## src/rtl/srx_pkg.sv

```systemverilog
package srx_pkg;
    typedef enum logic [2:0] {
        ST_IDLE  = 3'd0,
        ST_START = 3'd1,
        ST_DATA  = 3'd2,
        ST_EXTRA = 3'd3,
        ST_STOP  = 3'd4,
        ST_STOP2 = 3'd5
    } rx_state_e;
endpackage

```

## src/rtl/srx_sync.sv

```systemverilog
module srx_sync #(
    parameter int STAGES = 2
) (
    input  logic clk,
    input  logic rst_n,
    input  logic din,
    output logic dout
);
    logic [STAGES-1:0] pipe_q;
    logic [STAGES-1:0] pipe_d;

    always_comb begin
        pipe_d = {pipe_q[STAGES-2:0], din};
    end

    always_ff @(posedge clk or negedge rst_n) begin
        if (!rst_n) pipe_q <= '1;
        else        pipe_q <= pipe_d;
    end

    assign dout = pipe_q[STAGES-1];
endmodule

```

## src/rtl/srx_bit_timer.sv

```systemverilog
module srx_bit_timer #(
    parameter int OVS = 16
) (
    input  logic clk,
    input  logic rst_n,
    input  logic tick,
    input  logic restart,
    input  logic run,
    output logic mid
);
    localparam int CW  = (OVS > 2) ? $clog2(OVS) : 1;
    localparam int MID = OVS / 2 - 1;

    logic [CW-1:0] cnt_q;
    logic [CW-1:0] cnt_d;

    always_comb begin
        cnt_d = cnt_q;
        if (restart) begin
            cnt_d = '0;
        end else if (run && tick) begin
            if (cnt_q == CW'(OVS - 1)) cnt_d = '0;
            else                       cnt_d = cnt_q + CW'(1);
        end
    end

    always_ff @(posedge clk or negedge rst_n) begin
        if (!rst_n) cnt_q <= '0;
        else        cnt_q <= cnt_d;
    end

    assign mid = run && tick && !restart && (cnt_q == CW'(MID));
endmodule

```

## src/rtl/srx_parity.sv

```systemverilog
module srx_parity #(
    parameter int DATA_W = 8
) (
    input  logic [DATA_W-1:0] data,
    input  logic              seven,
    input  logic              pbit,
    input  logic              odd,
    output logic              bad
);
    logic [DATA_W-1:0] mask;

    always_comb begin
        mask = '1;
        if (seven) mask[DATA_W-1] = 1'b0;
        bad = (^(data & mask)) ^ pbit ^ odd;
    end
endmodule

```

## src/rtl/async_rx_frame.sv

```systemverilog
module async_rx_frame
    import srx_pkg::*;
#(
    parameter int DATA_W = 8,
    parameter int OVS    = 16,
    parameter int SYNC_N = 2
) (
    input  logic              clk,
    input  logic              rst_n,
    input  logic              rxd,
    input  logic              tick16,
    input  logic              rx_en,
    input  logic              err_in,
    input  logic              full_in,
    input  logic              fmt_seven,
    input  logic              par_en,
    input  logic              par_odd,
    input  logic              two_stop,
    input  logic              mp_mode,
    output logic [DATA_W-1:0] rdata,
    output logic              rx_full_set,
    output logic              per_set,
    output logic              fer_set,
    output logic              ovr_set,
    output logic              mpb_stb,
    output logic              mpb_val
);
    localparam int IW = $clog2(DATA_W);

    typedef struct packed {
        rx_state_e         st;
        logic [IW-1:0]     idx;
        logic [DATA_W-1:0] sr;
        logic              xbit;
        logic [DATA_W-1:0] rdata;
        logic              full_p;
        logic              per_p;
        logic              fer_p;
        logic              ovr_p;
        logic              mpb_p;
        logic              mpb_v;
    } regs_t;

    regs_t r_q, r_d;
    logic  line, mid, restart, run, par_bad;
    logic [IW-1:0] last_idx;

    srx_sync #(.STAGES(SYNC_N)) i_sync (
        .clk(clk), .rst_n(rst_n), .din(rxd), .dout(line)
    );

    srx_bit_timer #(.OVS(OVS)) i_timer (
        .clk(clk), .rst_n(rst_n), .tick(tick16),
        .restart(restart), .run(run), .mid(mid)
    );

    srx_parity #(.DATA_W(DATA_W)) i_par (
        .data(r_q.sr), .seven(fmt_seven), .pbit(r_q.xbit),
        .odd(par_odd), .bad(par_bad)
    );

    assign run      = (r_q.st != ST_IDLE);
    assign last_idx = fmt_seven ? IW'(DATA_W - 2) : IW'(DATA_W - 1);

    always_comb begin
        r_d        = r_q;
        r_d.full_p = 1'b0;
        r_d.per_p  = 1'b0;
        r_d.fer_p  = 1'b0;
        r_d.ovr_p  = 1'b0;
        r_d.mpb_p  = 1'b0;
        restart    = 1'b0;
        if (!rx_en) begin
            r_d.st = ST_IDLE;
        end else begin
            case (r_q.st)
                ST_IDLE: begin
                    if (!err_in && tick16 && !line) begin
                        r_d.st  = ST_START;
                        restart = 1'b1;
                    end
                end
                ST_START: begin
                    if (mid) begin
                        if (!line) begin
                            r_d.st  = ST_DATA;
                            r_d.idx = '0;
                            r_d.sr  = '0;
                        end else begin
                            r_d.st = ST_IDLE;
                        end
                    end
                end
                ST_DATA: begin
                    if (mid) begin
                        r_d.sr[r_q.idx] = line;
                        if (r_q.idx == last_idx)
                            r_d.st = (par_en || mp_mode) ? ST_EXTRA : ST_STOP;
                        else
                            r_d.idx = r_q.idx + IW'(1);
                    end
                end
                ST_EXTRA: begin
                    if (mid) begin
                        r_d.xbit = line;
                        r_d.st   = ST_STOP;
                    end
                end
                ST_STOP: begin
                    if (mid) begin
                        r_d.fer_p = !line;
                        r_d.per_p = par_en && !mp_mode && par_bad;
                        if (full_in) begin
                            r_d.ovr_p = 1'b1;
                        end else begin
                            r_d.rdata  = r_q.sr;
                            r_d.full_p = line && !(par_en && !mp_mode && par_bad);
                        end
                        if (mp_mode) begin
                            r_d.mpb_p = 1'b1;
                            r_d.mpb_v = r_q.xbit;
                        end
                        r_d.st = two_stop ? ST_STOP2 : ST_IDLE;
                    end
                end
                ST_STOP2: begin
                    if (mid) r_d.st = ST_IDLE;
                end
                default: r_d.st = ST_IDLE;
            endcase
        end
    end

    always_ff @(posedge clk or negedge rst_n) begin
        if (!rst_n) r_q <= '0;
        else        r_q <= r_d;
    end

    assign rdata       = r_q.rdata;
    assign rx_full_set = r_q.full_p;
    assign per_set     = r_q.per_p;
    assign fer_set     = r_q.fer_p;
    assign ovr_set     = r_q.ovr_p;
    assign mpb_stb     = r_q.mpb_p;
    assign mpb_val     = r_q.mpb_v;

    AST_ONE_OUTCOME: assert property (@(posedge clk) disable iff (!rst_n)
        $onehot0({rx_full_set, ovr_set}));
    AST_SEVEN_TOP_CLEAR: assert property (@(posedge clk) disable iff (!rst_n)
        (rx_full_set && $past(fmt_seven)) |-> !rdata[DATA_W-1]);
    AST_ERR_NO_FULL: assert property (@(posedge clk) disable iff (!rst_n)
        (per_set || fer_set) |-> !rx_full_set);
    AST_FULL_NEEDS_ROOM: assert property (@(posedge clk) disable iff (!rst_n)
        rx_full_set |-> $past(!full_in));
    AST_OVR_KEEPS_DATA: assert property (@(posedge clk) disable iff (!rst_n)
        ovr_set |-> $stable(rdata));
    AST_MPB_ONLY_MP: assert property (@(posedge clk) disable iff (!rst_n)
        mpb_stb |-> $past(mp_mode));
    AST_OFF_IDLE: assert property (@(posedge clk) disable iff (!rst_n)
        !rx_en |=> (r_q.st == ST_IDLE));
    AST_ERR_BLOCKS_START: assert property (@(posedge clk) disable iff (!rst_n)
        (r_q.st == ST_IDLE && err_in) |=> (r_q.st == ST_IDLE));
endmodule

```

## config.mk

```make
export PLATFORM = sky130hd
export DESIGN_NAME = async_rx_frame
export DESIGN_NICKNAME = d
export VERILOG_FILES = /design/src/rtl/srx_pkg.sv /design/src/rtl/srx_sync.sv /design/src/rtl/srx_bit_timer.sv /design/src/rtl/srx_parity.sv /design/src/rtl/async_rx_frame.sv
export SDC_FILE = /design/constraint.sdc
export NUM_CORES = 1
export LEC_CHECK = 0
export BUFFER_PORTS_ARGS = -buffer_cell sky130_fd_sc_hd__buf_2
export CAP_MARGIN = 20
export CELL_PAD_IN_SITES_DETAIL_PLACEMENT = 1
export CELL_PAD_IN_SITES_GLOBAL_PLACEMENT = 2
export CORE_MARGIN = 1.5
export CORE_UTILIZATION = 38
export CTS_BUF_LIST = sky130_fd_sc_hd__clkbuf_2
export DETAILED_ROUTE_END_ITERATION = 12
export PLACE_DENSITY_LB_ADDON = 0.12
export SYNTH_ARGS = -nofsm -noshare
export SYNTH_HDL_FRONTEND = slang
export SYNTH_SLANG_ARGS = --single-unit
export TNS_END_PERCENT = 100
```

## constraint.sdc

```tcl
create_clock -name clk -period 2.5 [get_ports clk]
set_clock_uncertainty 0.05 [all_clocks]
set_input_delay 0.125 -clock clk [delete_from_list [all_inputs] [get_ports clk]]
set_output_delay 0.125 -clock clk [all_outputs]
set_load 0.05 [all_outputs]
```

After elaboration in Yosys (flattened, before gate mapping)
Cells that the tools add are included.
W data, S select, Z words.
{"block": "totals", "out_inout_bits": 14, "word_cells": 98, "inputBits": 12, "ff_bits": 35}
{"block": "classes", "add_sub_neg": 2, "magnitude_cmp": 2, "n_bitwise": 4, "n_reduce_logical": 26, "n_eq_ne": 19, "n_mux": 32}
{"operator": "$mux W14", "n": 2}
{"operator": "$mux W3", "n": 9}
{"operator": "$pmux W11 S2", "n": 1}
{"operator": "$mux W6", "n": 3}
{"operator": "$pmux W3 S6", "n": 1}
{"operator": "$ne A3 B2 Y1 const B", "n": 5}
{"operator": "$mux W4", "n": 3}
{"operator": "$mux W11", "n": 1}
{"operator": "$logic_and A1 B1 Y1", "n": 9}
{"operator": "$and A8 B8 Y8", "n": 1}
{"operator": "$bwmux W8", "n": 1}
{"operator": "$mux W1", "n": 8}
{"operator": "$reduce_and A4 Y1", "n": 2}
{"operator": "$reduce_xor A8 Y1", "n": 1}
{"operator": "$reduce_and A7 Y1", "n": 1}
{"operator": "$eq A3 B2 Y1 const B", "n": 2}
{"operator": "$eq A3 B3 Y1 const B", "n": 2}
{"operator": "$ne A3 B3 Y1 const B", "n": 2}
{"operator": "$reduce_and A6 Y1", "n": 1}
{"operator": "$logic_not A1 Y1", "n": 5}
{"operator": "$reduce_and A5 Y1", "n": 1}
{"operator": "$add A4 B1 Y4 const B", "n": 1}
{"operator": "$eq A4 B3 Y1 const B", "n": 1}
{"operator": "$eq A4 B4 Y1 const B", "n": 1}
{"operator": "other kinds (16)", "n": 21}

Logic depth before layout (Yosys ltp)
Gate-level depths: netlist of the first run.
{"block": "depth", "ltp_word": 12, "mapped_depth": 7, "mapped_depth_nobuf": 6}

Cells and area by module
From an unflattened synthesis of the first run, not the netlist that was laid out.
{"block": "hier_totals", "hier_cells": 175, "hier_area_um2": 1883.1}
{"module": "async_rx_frame", "instances": 1, "cells_per_inst": 142, "area_per_inst_um2": 1530.2}
{"module": "srx_bit_timer", "instances": 1, "cells_per_inst": 22, "area_per_inst_um2": 210.2}
{"module": "srx_parity", "instances": 1, "cells_per_inst": 9, "area_per_inst_um2": 90.1}
{"module": "srx_sync", "instances": 1, "cells_per_inst": 2, "area_per_inst_um2": 52.6}

Least setup slack after synthesis of the first run
No wires, ideal clock.
{"block": "synth_timing", "kind": "register to register", "startpoint": "reg i_timer.cnt_q[0]", "endpoint": "reg r_q (netlist bit rdata[0])", "synth_period_minus_slack_ps": 1935, "t_arrival_ps": 1760, "n_path_buf": 0, "stages_incl_launch_ff": 7, "setup_slack_ps": 565, "cell_sequence": "dfrtp_1 > ha_1 > nand2_1 > nor4b_4 > nand3_2 > nor2_4 > mux2_2"}
{"block": "synth_between", "elab_chain_cells": 3}
{"element": "start: declaration", "line": "srx_bit_timer.sv:14", "text": "logic [CW-1:0] cnt_q;"}
{"element": "start signal: assignment", "line": "srx_bit_timer.sv:29", "text": "else cnt_q <= cnt_d;"}
{"element": "$eq A4 B3 Y1", "line": "srx_bit_timer.sv:32", "text": "assign mid = run && tick && !restart && (cnt_q == CW'(MID));"}
{"element": "$logic_and A1 B1 Y1", "line": "srx_bit_timer.sv:32"}
{"element": "$reduce_and A4 Y1 (no line)"}
{"element": "end signal: assignment", "line": "async_rx_frame.sv:136", "text": "else r_q <= r_d;"}
{"element": "end: declaration", "line": "async_rx_frame.sv:44", "text": "regs_t r_q, r_d;"}
Every way passes these cells.
A chain may end at the register's enable or synchronous reset.

Final worst setup path of the first run
{"block": "layout_timing", "startpoint": "reg i_timer.cnt_q[0]", "endpoint": "reg r_q (netlist bit rdata[2])"}
Same word-level chain as after synthesis.

==> impl_metrics.toml, run 1 <==
[synth]
syn_nets = 190
netlist_area_um2 = 1839
synth-async-reset-ratio_pct = 100.0
syn_area_per_cell_um2 = 10.45
yosysMostFrequentCell = "dfrtp_1"
synth_ff_type = "dfrtp_1"
synth_largest_area_cell = "dfrtp_1"
synth.area.top_cells = "dfrtp_1, mux2_2, o21ai_0, xnor2_1, buf_4"
synth-seq-area-share_pct = 47.76
yosys-top-cells-count = "dfrtp_1, o21ai_0, nor2_1"
synth_top_cell_area_share_pct = 44.90
yosysWarnings = 0
netlist_instances = 176
synth-edff-count = 0
synth_seq_cells = 35
ys_types = 45

[clock_network]
clkSinkCount = 35
clk_pin_slew_ns = 0.18
cts_max_level = 2
clock_tree.root_cell = "clkbuf_2"
clock_latency_ns = 0.39
postCtsSetupRepairBufs = 0
cts_made_buffers = 5
hold_buffers = 6
tritoncts = "done"
postCtsResizedCells = 0
clockBufferDepth = 2

[final_layout]
fin_area_um2 = 2076
layout-drive-gt1-share_pct = 25.87
synthToLayoutAreaGrowth_pct = 12.86
n_fill_cell = 539
finalNonFillerCells = 255
n_antenna_cell = 0
nets = 214

[timing]
slew_headroom_pct = 48.23
finalMaxSlewViolations = 0
fin_tns_setup_ns = 0
timing.fmax_mhz = 447.6
fin_crit_ns = 2.234
worstMarginPinSlew_ns = 0.7766
min_period_over_period_pct = 89.36
hold_viol = 0
grt_setup_unrepaired = "no"
setup_viol = 0

[pwr]
p_per_area_nw_per_um2 = 518.0
p_sw_share_pct = 25.96
p_leak_nw = 0.9797
pwr-share-seq_pct = 57.5
power_frac_clock_pct = 33.5
p_sw_mw = 0.2792
ir_drop_mv = 0.2720
p_int_mw = 0.7962
comb_power_share_pct = 9.0

[drt]
drtAntennaViolNets = 0
vias = 1399
wl_per_cell_um = 15.66
drtIter0Drc = 37
wl_um = 3994
drc = 0
avgViaCountPerCell = 5.486
drt_pass1_iterations = 4

[placement]
dpl.cell_count = 241
postPlaceCellArea_um2 = 1952
io_buffer_count = 25
hpwlAfterDp_um = 2839
routabilityCongestion = 0.7604

[floorplan]
coreArea_um2 = 4692
initial_core_util_pct = 39.20
dieArea_um2 = 5266
ios = 26
rows = 25
die_y_um = 72.57
die_w_um = 72.57

[setup_path]
rrSetupSlack_ns = 0.27
arrival_ns = 2.47
cp.required_ns = 2.73
r2r_start = "i_timer.cnt_q[0]"
cp-startpoint = "i_timer.cnt_q[0]"
crit_fanout = 9
startpoint_type = "flip-flop"
worstSetupPathType = "reg2reg"
endpoint_kind = "flip-flop"

[hold_path]
hold_path.class = "in2reg"
hold_start = "rx_en"

[outcome]
status = "completed"

[global_routing]
grt_usage_pct = 16.78
first_global_vias = 1366
grt_max_degree = 36
grt_pass1_wl_um = 6796
antenna_found_initial = 0
overflow = 0

[job]
maxCapViolCount = 0
[state kept, by name, summed over array words and instances (netlist names)]
| register | count |
|---|---|
| fer_set | 1 |
| mpb_stb | 1 |
| i_timer.cnt_q | 4 |
| r_q | 15 |
| rx_full_set | 1 |
| rdata | 8 |
| i_sync.pipe_q | 2 |
| ovr_set | 1 |
| per_set | 1 |
| mpb_val | 1 |
[power by group through the flow]
stage / clock, mW / combinational [mW] / sequential (mW)
6_report: 0.360 / 0.0970 / 0.618
5_1_grt: 0.402 / 0.111 / 0.623
4_1_cts: 0.385 / 0.0988 / 0.618
3_5_place_dp: 0 / 0.0910 / 0.629
3_3_place_gp: 0 / 0.0880 / 0.625
2_1_floorplan: 0 / 0.0574 / 0.618
[final timing paths]
path / end / cells after the start
worst max-delay path: rdata[2] / 6
worst min-delay path: r_q[27] / 3
worst max register to register: rdata[2] / 6
worst min register to register: i_sync.pipe_q[1] / 0
max in group asynchronous: r_q[22] / 2
min in group asynchronous: rx_full_set / 2
[stage by stage]
step | hold WS (ns) | setup WS [ns] | power [mW] | utilization [%]
finish | 0.08279 | 0.2660 | 1.075 | 44.24
global route | 0.05947 | 0.08039 | 1.135 | 44.24
CTS | 0.05192 | 0.2636 | 1.103 | 44.24
detailed placement | 0.1822 | 0.2994 | 0.7200 | 41.60
global placement | 0.1802 | 0.3892 | 0.7131 | 41.60
floorplan | -0.2206 | 0.5654 | 0.6756 | -
[layer usage]
layer / part of all wire [%] / global-route usage, %
met1: 50 / 23.54
met2: 45 / 24.97
met3: 3.6 / 4.006
met4: 1.6 / 6.709
met5: 0 / 0
[worst max-delay path, stage by stage, from the launching register on]
cell     delay, ns
dfrtp_1       0.45
ha_1          0.24
nand2_1       0.12
nor4b_4       0.46
nand3_2       0.18
nor2_4        0.27
mux2_2        0.37
[layout make-up]
class | instances | area, um2 | area share [%]
flip-flops and latches | 35 | 878.3 | 42.31
multi-input cells | 121 | 850.8 | 40.99
repair buffers | 33 | 200.2 | 9.644
well taps | 54 | 67.56 | 3.255
clock inverters | 3 | 38.79 | 1.869
clock buffers | 5 | 25.02 | 1.206
inverters | 4 | 15.01 | 0.7233
[cells in the final DEF (no fill, tap or decap), drive strengths merged, types with 2 or more instances in the layout]
master and instances:
nand2b 2, or3 2, nor2 15, nor2b 5, o31ai 5, nand3 8, nor3b 2, ha 2
xnor2 7, nor4b 2, clkinv 2, and3 2, mux2 11, nand2 8, dlygate4sd3 6, o21ai 19
dfrtp 33, xor2 2, a21oi 4, inv 4, a31oi 5, buf 27, and2 3, a21o 2
clkbuf 5, dfstp 2
[kinds of logic after synthesis]
kind of cell	Yosys count	share of synthesized area, %
flip-flops	35	47.75
adder cells (fa/ha/maj)	2	1.360
multiplexers	11	6.735
AND/OR/NAND/NOR	56	17.82
XOR/XNOR	10	5.510
buffers and inverters	20	5.986
AO/OA/AOI/OAI	42	14.83
Power figures use the tool's default switching activity.
==> run 2: changes to the inputs <==
CORE_MARGIN = 5   (was 1.5)
==> run 2 against run 1 <==
Against the previous run: largest power group unchanged; critical path depth did not move; count of clock-buffer cells in the layout rose by 1; setup slack improved by 0.064 ns; via count decreased by 0.79%; fmax increased by 2.9%; global-route usage shrank 2.4 points; combinational power rose by 2%; sequential share of layout area rose by 0.18 points; total power fell by 9.9%.
==> impl_metrics.toml, run 2 (same netlist as run 1, synthesis figures left out) <==
[hold_path]
hold_path.class = "in2reg"
hold_depth = 3
hold_start = "rx_en"
holdPathEnd = "r_q[27]"

[timing]
min_period_over_period_pct = 86.82
fin_tns_setup_ns = 0
hold_viol = 0
finalMaxSlewViolations = 0
setup_ws_ns = 0.3296
grt_setup_unrepaired = "no"
slew_headroom_pct = 47.82
setup_viol = 0
timing.fmax_mhz = 460.7
fin_crit_ns = 2.170
worstMarginPinSlew_ns = 0.7827

[outcome]
status = "completed"

[setup_path]
crit_fanout = 9
worstSetupPathType = "reg2reg"
r2r-end = "rdata[0]"
worst_r2r_path_depth = 6
r2r_start = "i_timer.cnt_q[0]"
rrSetupSlack_ns = 0.33
startpoint_type = "flip-flop"
arrival_ns = 2.40
cp.required_ns = 2.73
endpoint_kind = "flip-flop"

[drt]
drt_pass1_iterations = 4
wl_per_cell_um = 15.38
vias = 1388
avgViaCountPerCell = 5.179
wl_um = 4122
drtIter0Drc = 41
drtAntennaViolNets = 0
drc = 0

[global_routing]
antenna_found_initial = 0
overflow = 0
grt_pass1_wl_um = 7182
grt_usage_pct = 14.42
first_global_vias = 1454
grt_max_degree = 36

[final_layout]
nets = 214
final_common_cell = "dfrtp_1"
multi_input_area_um2 = 850.8
n_fill_cell = 535
final_cell_mix = "dfrtp_1, buf_2, o21ai_0"
layout-drive-gt1-share_pct = 25.87
post-route-util_pct = 43.76
finalNonFillerCells = 268
seqCellArea_um2 = 878.3
synthToLayoutAreaGrowth_pct = 12.38
n_antenna_cell = 0
regMostFlops = "r_q"
largest_reg_flops = 15

[job]
maxCapViolCount = 0

[pwr]
p_sw_mw = 0.2668
ir_drop_mv = 0.2340
p_int_mw = 0.7018
p_leak_nw = 0.9698
p_per_area_nw_per_um2 = 468.6
pwr-share-seq_pct = 63.8
power_frac_clock_pct = 26.0
comb_power_share_pct = 10.2
p_sw_share_pct = 27.54
power.total_mw = 0.9686

[clock_network]
clkSinkCount = 35
clk_pin_slew_ns = 0.19
cts_max_level = 2
cts_made_buffers = 5
clock_latency_ns = 0.36
clockBufferDepth = 2
tritoncts = "done"
clock_tree.root_cell = "clkbuf_2"

[placement]
pre_cts_slack_ns = 0.3150
dpl.cell_count = 254
hpwlAfterDp_um = 2940
routabilityCongestion = 0.7584
io_buffer_count = 25

[floorplan]
dieArea_um2 = 6331
rows = 25
coreArea_um2 = 4723
ios = 26
initial_core_util_pct = 38.94
die_w_um = 79.57
die_y_um = 79.57
run 2: worst max path at each step:
stage | from | end | depth (start not counted)
6_report | i_timer.cnt_q[0] | rdata[0] | 6
5_1_grt | i_timer.cnt_q[0] | rdata[1] | 6
4_1_cts | i_timer.cnt_q[0] | rdata[0] | 6
3_5_place_dp | i_timer.cnt_q[0] | rdata[0] | 6
3_3_place_gp | i_timer.cnt_q[0] | rdata[3] | 6
2_1_floorplan | i_timer.cnt_q[0] | rdata[0] | 6
run 2: per-layer routing:
layer	global-route usage [%]	up-vias	part of all wire [%]
met2	22.45	28	47
met4	4.124	0	0.61
li1	-	670	-
met5	0	-	0
met3	4.740	2	4.3
met1	19.06	688	48
run 2: stage by stage:
stage / hold slack, ns / instance area [um2]
after global placement: 0.1797 / 1968
after global routing: 0.04953 / 2067
final: 0.1102 / 2067
after detailed placement: 0.1836 / 1968
after CTS: 0.07910 / 2067
after floorplan: -0.2206 / 1839
run 2: power groups by stage:
stage | Sequential, mW | Combinational, mW | Clock [mW]
after global routing | 0.623 | 0.116 | 0.305
after CTS | 0.618 | 0.101 | 0.270
after global placement | 0.625 | 0.0887 | 0
final | 0.618 | 0.0987 | 0.252
after detailed placement | 0.628 | 0.0930 | 0
after floorplan | 0.618 | 0.0574 | 0
run 2: critical path, cell delays in order (launching register included):
cell     delay [ns]
dfrtp_1        0.45
ha_1           0.24
nand2_1        0.12
nor4b_4        0.44
nand3_2        0.18
nor2_4         0.26
mux2_2         0.37
run 2: area by class of cell:
cell class | instances | area share (%)
sequential | 35 | 42.49
multi-input combinational | 121 | 41.16
timing repair buffer | 33 | 9.685
tap | 67 | 4.056
clock buffer | 6 | 1.453
inverter | 4 | 0.7264
clock inverter | 2 | 0.4237
run 2: what timing repair did:
action                                 4_1_cts  5_1_grt
hold buffers                                 6        0
gates resized for setup                      0        0
endpoints found under the hold margin       38        0
setup endpoints to repair                    0        0
buffers inserted                             0        0
==> run 3: changes to the inputs <==
CELL_PAD_IN_SITES_DETAIL_PLACEMENT = not set   (was 1)
CELL_PAD_IN_SITES_GLOBAL_PLACEMENT = not set   (was 2)
CORE_UTILIZATION = 50   (was 38)
RECOVER_POWER = 25   (was not set)
==> run 3 against run 2 <==
Against the previous run: the run now ends with capacitance limit, slew limit left; final area is 1.6% lower; largest power group unchanged; setup slack worse by 0.021 ns; critical path depth stayed put.
==> impl_metrics.toml, run 3 (same netlist as run 1, synthesis figures left out) <==
[pwr]
power_frac_clock_pct = 26.6
power.total_mw = 0.9751
p_per_area_nw_per_um2 = 479.3
p_int_mw = 0.7015
p_leak_nw = 0.9629
pwr-share-seq_pct = 63.5
comb_power_share_pct = 9.9
p_sw_share_pct = 28.06
ir_drop_mv = 0.2401
p_sw_mw = 0.2736

[placement]
hpwlAfterDp_um = 2610
routabilityCongestion = 0.7924
dpl.cell_count = 234
io_buffer_count = 25
pre_cts_slack_ns = 0.3395
postPlaceCellArea_um2 = 1937

[global_routing]
grt_max_degree = 36
antenna_found_initial = 0
grt_usage_pct = 16.45
overflow = 0
first_global_vias = 1368
grt_pass1_wl_um = 6472

[drt]
met2_length_um = 1781
wl_um = 3644
wl_met3_um = 212
wl_per_cell_um = 14.69
drtIter0Drc = 80
top_layer_used = "met4"
drtAntennaViolNets = 0
drc = 0
vias = 1388
drt_pass1_iterations = 4
wl_met1_um = 1604
avgViaCountPerCell = 5.597

[final_layout]
final_cell_mix = "dfrtp_1, buf_2, o21ai_0"
n_antenna_cell = 0
nets = 213
final_common_cell = "dfrtp_1"
synthToLayoutAreaGrowth_pct = 10.61
largest_reg_flops = 15
finalNonFillerCells = 248
regMostFlops = "r_q"
layout-drive-gt1-share_pct = 25.00
fin_area_um2 = 2034
post-route-util_pct = 56.42

[floorplan]
initial_core_util_pct = 51.01
rows = 22
die_y_um = 70.65
coreArea_um2 = 3606
die_w_um = 70.65
dieArea_um2 = 4991
ios = 26

[timing]
min_period_over_period_pct = 87.66
grt_setup_unrepaired = "no"
setup_ws_ns = 0.3086
finalMaxSlewViolations = 36
slew_headroom_pct = -22.74
setup_viol = 0
fin_crit_ns = 2.191
fin_tns_setup_ns = 0
hold_ws_ns = 0.09767
worstMarginPinSlew_ns = 1.841
timing.fmax_mhz = 456.3
hold_viol = 0

[setup_path]
arrival_ns = 2.41
crit_fanout = 9
critPathMaxStageDelay_ns = 0.45
slowest_stage = "dfrtp_1"
critical_path.cell_chain = "ha_1, nand2_1, nor4b_4, nand3_2, nor2_4, mux2_2"
worstSetupPathType = "reg2reg"
cp.required_ns = 2.72
endpoint_kind = "flip-flop"
startpoint_type = "flip-flop"

[clock_network]
tritoncts = "done"
cts_made_buffers = 5
postCtsSetupRepairBufs = 0
clk_pin_slew_ns = 0.19
clkSinkCount = 35
clockBufferDepth = 2
cts_max_level = 2
clock_tree.root_cell = "clkbuf_2"
clock_latency_ns = 0.37

[outcome]
violations = "capacitance limit, slew limit"
status = "finished, violations left"

[job]
maxCapViolCount = 1

[hold_path]
hold_path.class = "in2reg"
[run 3: cell count changes in the layout (fill, tap and decap cells not counted), sizes merged]
cell    delta
buf        -2
clkbuf     +1
[run 3: power by group through the flow]
stage          Clock, mW  Sequential [mW]  Combinational [mW]
4_1_cts            0.267            0.619               0.100
2_1_floorplan          0            0.618              0.0574
6_report           0.259            0.619              0.0970
3_5_place_dp           0            0.629              0.0920
5_1_grt            0.285            0.624               0.115
3_3_place_gp           0            0.625              0.0850
[run 3: layout make-up]
cell class,count,area (um2)
flip-flops and latches,35,878.3
multi-input cells,121,850.8
inverters,4,15.01
clock buffers,6,30.03
repair buffers,32,191.4
well taps,48,60.06
clock inverters,2,8.758
fillers,330,1572
[run 3: worst paths after layout]
| path | start | end | slack [ns] | depth (start not counted) |
|---|---|---|---|---|
| max | i_timer.cnt_q[0] | rdata[1] | 0.31 | 6 |
| max in group asynchronous | rst_n | r_q[24] | 0.63 | 2 |
| min | two_stop | r_q[28] | 0.1 | 4 |
| max reg2reg | i_timer.cnt_q[0] | rdata[1] | 0.31 | 6 |
| min reg2reg | i_sync.pipe_q[0] | i_sync.pipe_q[1] | 0.32 | 0 |
| min in group asynchronous | rst_n | rdata[5] | 0.71 | 2 |
[run 3: critical path, delay by kind of cell, from the launching register on]
kind          cells  cell delay, ns
simple gates      4            0.99
flops             1            0.45
mux               1            0.36
fa+ha+maj         1            0.24
[run 3: metal layers]
| metal | track usage [%] | vias to the layer above |
|---|---|---|
| met3 | 4.545 | 4 |
| met4 | 5.637 | 0 |
| met2 | 26.40 | 41 |
| li1 | - | 663 |
| met1 | 21.55 | 680 |
| met5 | 0 | - |
[run 3: timing repair]
action / CTS / global route
hold buffers: 6 / 0
hold endpoints to repair: 38 / 0
resized for setup: 0 / 0
